<file path="config.mk">
export PLATFORM = sky130hd
export DESIGN_NAME = idle_wake_ctrl
export DESIGN_NICKNAME = d
export VERILOG_FILES = /design/src/rtl/iwc_pkg.sv /design/src/rtl/iwc_timer.sv /design/src/rtl/iwc_flags.sv /design/src/rtl/iwc_seq.sv /design/src/rtl/idle_wake_ctrl.sv
export SDC_FILE = /design/constraint.sdc
export NUM_CORES = 1
export LEC_CHECK = 0
export CELL_PAD_IN_SITES_DETAIL_PLACEMENT = 0
export CELL_PAD_IN_SITES_GLOBAL_PLACEMENT = 2
export CORE_MARGIN = 1.5
export CORE_UTILIZATION = 25
export DETAILED_ROUTE_END_ITERATION = 16
export GPL_TIMING_DRIVEN = 1
export HOLD_SLACK_MARGIN = 0.15
export PLACE_DENSITY = 0.82
export SYNTH_ARGS = -nofsm -noshare
export SYNTH_HDL_FRONTEND = slang
export SYNTH_HIERARCHICAL = 1
export SYNTH_SLANG_ARGS = --single-unit
</file>
<file path="constraint.sdc">
create_clock -name clk -period 1.6 [get_ports clk]
set_input_delay 0.32 -clock clk [delete_from_list [all_inputs] [get_ports clk]]
set_output_delay 0.32 -clock clk [all_outputs]
set_load 0.005 [all_outputs]
</file>
<file path="src/rtl/iwc_pkg.sv">
package iwc_pkg;
  typedef enum logic [1:0] {
    ST_RUN  = 2'd0,
    ST_IDLE = 2'd1,
    ST_SYNC = 2'd2
  } iwc_state_e;

  // control word fields
  localparam int unsigned CTRL_W = 3;
  localparam int unsigned F_IDLE = 0;
  localparam int unsigned F_TEN  = 1;
  localparam int unsigned F_CLR  = 2;
endpackage

</file>
<file path="src/rtl/iwc_timer.sv">
module iwc_timer #(
  parameter int unsigned TMR_W   = 16,
  parameter int unsigned TOG_BIT = 12
) (
  input  logic             clk,
  input  logic             rst,
  input  logic             tick,
  output logic [TMR_W-1:0] cnt,
  output logic             tog
);
  // tog is high in the cycle whose edge flips cnt[TOG_BIT]
  generate
    if (TOG_BIT == 0) begin : g_lsb
      assign tog = tick;
    end else begin : g_mid
      assign tog = tick & (&cnt[TOG_BIT-1:0]);
    end
  endgenerate

  always_ff @(posedge clk) begin
    if (rst) cnt <= '0;
    else if (tick) cnt <= cnt + TMR_W'(1);
  end
endmodule

</file>
<file path="src/rtl/iwc_flags.sv">
module iwc_flags (
  input  logic clk,
  input  logic rst,
  input  logic wr_en,
  input  logic wr_ten,
  input  logic wr_clr,
  input  logic tog,
  output logic en_q,
  output logic pend_q,
  output logic irq_q
);
  logic pend_n, en_n;

  always_comb begin
    en_n   = wr_en ? wr_ten : en_q;
    pend_n = pend_q;
    if (wr_en && wr_clr) pend_n = 1'b0;
    if (tog) pend_n = 1'b1;           // a new toggle beats a clear
  end

  always_ff @(posedge clk) begin
    if (rst) begin
      en_q   <= 1'b0;
      pend_q <= 1'b0;
      irq_q  <= 1'b0;
    end else begin
      en_q   <= en_n;
      pend_q <= pend_n;
      irq_q  <= en_n & pend_n;
    end
  end
endmodule

</file>
<file path="src/rtl/iwc_seq.sv">
module iwc_seq
  import iwc_pkg::*;
#(
  parameter int unsigned RESYNC = 2
) (
  input  logic       clk,
  input  logic       rst,
  input  logic       tick,
  input  logic       wr_en,
  input  logic       wr_idle,
  input  logic       wake_in,
  input  logic       tog,
  input  logic       en_q,
  output iwc_state_e state,
  output logic       res_isr,
  output logic       res_dir
);
  localparam int unsigned RS_W = (RESYNC > 1) ? $clog2(RESYNC) : 1;
  localparam int unsigned LAST = (RESYNC > 0) ? RESYNC - 1 : 0;

  logic [RS_W-1:0] rs_cnt;
  logic            wake_evt;

  assign wake_evt = wake_in | tog;

  always_ff @(posedge clk) begin
    if (rst) begin
      state   <= ST_RUN;
      rs_cnt  <= '0;
      res_isr <= 1'b0;
      res_dir <= 1'b0;
    end else begin
      res_isr <= 1'b0;
      res_dir <= 1'b0;
      unique case (state)
        ST_RUN: begin
          if (wr_en && wr_idle && !wake_evt) state <= ST_IDLE;
        end
        ST_IDLE: begin
          if (wake_evt) begin
            state   <= (RESYNC == 0) ? ST_RUN : ST_SYNC;
            rs_cnt  <= '0;
            res_isr <= tog & en_q;
            res_dir <= ~(tog & en_q);
          end
        end
        ST_SYNC: begin
          if (tick) begin
            if (rs_cnt == RS_W'(LAST)) state <= ST_RUN;
            else rs_cnt <= rs_cnt + RS_W'(1);
          end
        end
        default: state <= ST_RUN;
      endcase
    end
  end
endmodule

</file>
<file path="src/rtl/idle_wake_ctrl.sv">
module idle_wake_ctrl
  import iwc_pkg::*;
#(
  parameter int unsigned TMR_W   = 16,
  parameter int unsigned TOG_BIT = 12,
  parameter int unsigned RESYNC  = 2
) (
  input  logic              clk,
  input  logic              rst,
  input  logic              cyc_tick,
  input  logic              wr_en,
  input  logic [CTRL_W-1:0] wr_data,
  input  logic              wake_in,
  output logic              core_clk_en,
  output logic              idle_flag,
  output logic              tmr_pend,
  output logic              tmr_irq,
  output logic              resume_isr,
  output logic              resume_direct,
  output logic [TMR_W-1:0]  tmr_val
);
  iwc_state_e state;
  logic       tog;
  logic       en_q;

  iwc_timer #(.TMR_W(TMR_W), .TOG_BIT(TOG_BIT)) u_tmr (
    .clk(clk), .rst(rst), .tick(cyc_tick), .cnt(tmr_val), .tog(tog)
  );

  iwc_flags u_flags (
    .clk(clk), .rst(rst), .wr_en(wr_en),
    .wr_ten(wr_data[F_TEN]), .wr_clr(wr_data[F_CLR]), .tog(tog),
    .en_q(en_q), .pend_q(tmr_pend), .irq_q(tmr_irq)
  );

  iwc_seq #(.RESYNC(RESYNC)) u_seq (
    .clk(clk), .rst(rst), .tick(cyc_tick), .wr_en(wr_en),
    .wr_idle(wr_data[F_IDLE]), .wake_in(wake_in), .tog(tog), .en_q(en_q),
    .state(state), .res_isr(resume_isr), .res_dir(resume_direct)
  );

  assign core_clk_en = (state == ST_RUN);
  assign idle_flag   = (state == ST_IDLE);
endmodule

</file>
==> flow_metrics.tcl <==
set metrics [dict create \
    rows 24 \
    syn2layout_area_growth_pct 47.3 \
    finalCriticalPeriod_ns 1.54 \
    worstPathArrival_ns 1.22 \
    die-area_sq_mm 0.00483 \
    worst_pin_slew_ns 0.258 \
    holdWs_ns 0.487 \
    fin_crit_sh_pct 96.4 \
    syn-cell-area_sq_mm 0.00111 \
    antenna_cells 0 \
    drt_iter0_drc 37 \
    ys_types 32 \
    drive_gt1_share_pct 26.3 \
    insertion_delay_ns 0.26 \
    fin_worst_skew_ns 0.00446 \
    cts.clk_slew.worst_paths_ns 0.09 \
    syn_inst 115 \
    status "finished, final reports clean" \
    core-area_sq_mm 0.00429 \
    syn_nets 124 \
    crit_required_ns 1.28 \
    yosys_warnings 6 \
    gp_congestion 0.741 \
    slew_viol_final 0 \
    cts_htree_levels 1 \
    die_x_um 69.5 \
    grt_first_pass_wirelength_um 4140 \
    via_per_inst 4.42 \
    fmax_mhz 648 \
    setup_viol 0 \
    clockBufferDepth 2 \
    finalHoldViolCount 0 \
    p_leak_nw 0.591 \
    powerDensity_mw_per_mm2 757 \
    tritoncts "yes" \
    instances_no_fill 208 \
    chipHeight_um 69.5 \
    fillers 426 \
    cp_max_fo 3 \
    grt_pass1_vias 908 \
    ir_drop_uv 390 \
    firstDrtPassIters 4 \
    maxCapViolCount 0 \
    ios 30 \
    dp_hpwl_um 1770 \
    ys_ff_latch 24 \
    ys_seq_area_share_pct 43.4 \
    cts_buffers 3 \
    cts-root-buf "clkbuf_8" \
    critPathLaunchType "register" \
    port_buffers 29 \
    r2r_slack_ns 0.13 \
    grt_start_max_net_pins 15 \
    place_inst 204 \
    globalRouteTotalUtil_pct 10.5 \
    slew_headroom_pct 82.6 \
    wire_per_inst_um 11.4 \
    drtAntennaViolNets 0 \
    p_total_mw 1.23 \
    post_cts_buffers 0 \
    start_util_pct 25.8 \
    critPathKind "reg2out" \
    drc 0 \
    via_count 920 \
    rsz0062_at_grt "no" \
    clock_sinks 24 \
    grt.overflow.total 0 \
    synth_area_per_cell_sq_um 9.62 \
    end_kind "output port" \
    hp-class "reg2reg" \
    nNetsFinal 166 \
    antenna_found_initial 0 \
    drt_wl_total_um 2380 \
]
## kinds of logic (layout without fill, tap and decap cells)
kind of cell             count (synthesis)  after routing  share of synthesized area [%]
AND/OR/NAND/NOR                         49             49                           30.3
flip-flops                              24             24                           43.4
AO/OA/AOI/OAI                           17             17                           9.62
XOR/XNOR                                12             12                           9.50
buffers and inverters                   10             51                           4.19
multiplexers                             2              2                           1.81
adder cells (fa/ha/maj)                  1              1                           1.13
## synth_stat cells
master	n	area [sq um]
a211oi_2	1	12.5
or2_0	1	6.26
buf_2	1	5.00
a21oi_1	8	40.0
dfxtp_1	24	480
nand4_1	2	12.5
inv_2	1	3.75
xnor2_1	9	78.8
ha_1	1	12.5
inv_1	5	18.8
a211o_1	1	8.76
o211ai_1	1	7.51
mux2i_1	2	20.0
clkbuf_1	2	7.51
nand4_4	2	42.5
nand3_1	3	15.0
a21o_1	1	7.51
nor4b_1	1	8.76
or3_1	2	12.5
nor2_2	1	6.26
nor2_1	19	71.3
buf_6	1	11.3
nand2_1	6	22.5
nor4_2	1	12.5
xor2_1	3	26.3
nor3_1	5	25.0
nand3_4	1	17.5
a21bo_1	1	10.0
nor4_4	3	63.8
nor2b_2	1	8.76
nand3_2	1	10.0
o21ai_0	4	20.0
## final cells by class
type	count	area, sq um	area share (%)
clock buffer	3	41.3	2.53
clock inverter	1	30.0	1.84
multi-input combinational	81	587	36.0
timing repair buffer	41	384	23.6
sequential	24	499	30.6
tap	52	65.1	3.99
inverter	6	22.5	1.38
## repair_timing
item | in CTS | in global routing
setup endpoints to repair | 4 | 10
gates resized for setup | 6 | 12
pin swaps | 0 | 0
hold buffers | 0 | 0
## final timing paths
path	end	startpoint	cells after the start
hold / removal	u_seq/res_isr	u_flags/en_q	2
hold reg to reg	u_seq/res_isr	u_flags/en_q	2
setup / recovery	tmr_val[0]	u_tmr/cnt[0]	2
setup reg to reg	u_seq/rs_cnt	u_tmr/cnt[0]	7
## critical path: stages, from the launching register on
cell,delay (ns)
dfxtp_2,0.34
buf_4,0.13
clkdlybuf4s50_1,0.49
## report_power, final
part           leakage (nW)  internal, mW  switching [mW]
registers             0.200         0.605         0.00862
logic                 0.355        0.0554          0.0413
clock network        0.0357         0.334           0.188
## sequential cells by signal, indices dropped and copies added (netlist names)
signal,flops
u_seq/rs_cnt,1
u_flags/pend_q,1
u_flags/en_q,1
u_seq/state,2
u_tmr/cnt,16
u_flags/irq_q,1
u_seq/res_isr,1
u_seq/res_dir,1
## layer usage
| layer | wire, um | global-route usage [%] |
|---|---|---|
| met1 | 1140 | 13.3 |
| met2 | 1080 | 17.3 |
| met3 | 126 | 2.47 |
| met4 | 30 | 3.92 |
| met5 | 0 | 0 |
## stage by stage
step / setup slack (ns) / util [%] / instance area, sq um / setup TNS, ns
global route: 0.0137 / 37.9 / 1630 / 0
detailed placement: -0.224 / 35.6 / 1530 / -2.43
floorplan: 0.0134 / - / 1110 / 0
finish: 0.0569 / 37.9 / 1630 / 0
global placement: -0.177 / 35.6 / 1530 / -1.88
CTS: 0.00198 / 37.4 / 1610 / 0
## cells in the final DEF, fill, tap and decap left out, drive strengths merged, types with 5 or more instances in the layout
master,count
xnor2,9
nor3,5
nand3,5
dfxtp,24
inv,6
clkdlybuf4s50,26
a21oi,8
nor2,20
buf,12
nand2,6
No activity file was read; power rests on OpenSTA's default activity.
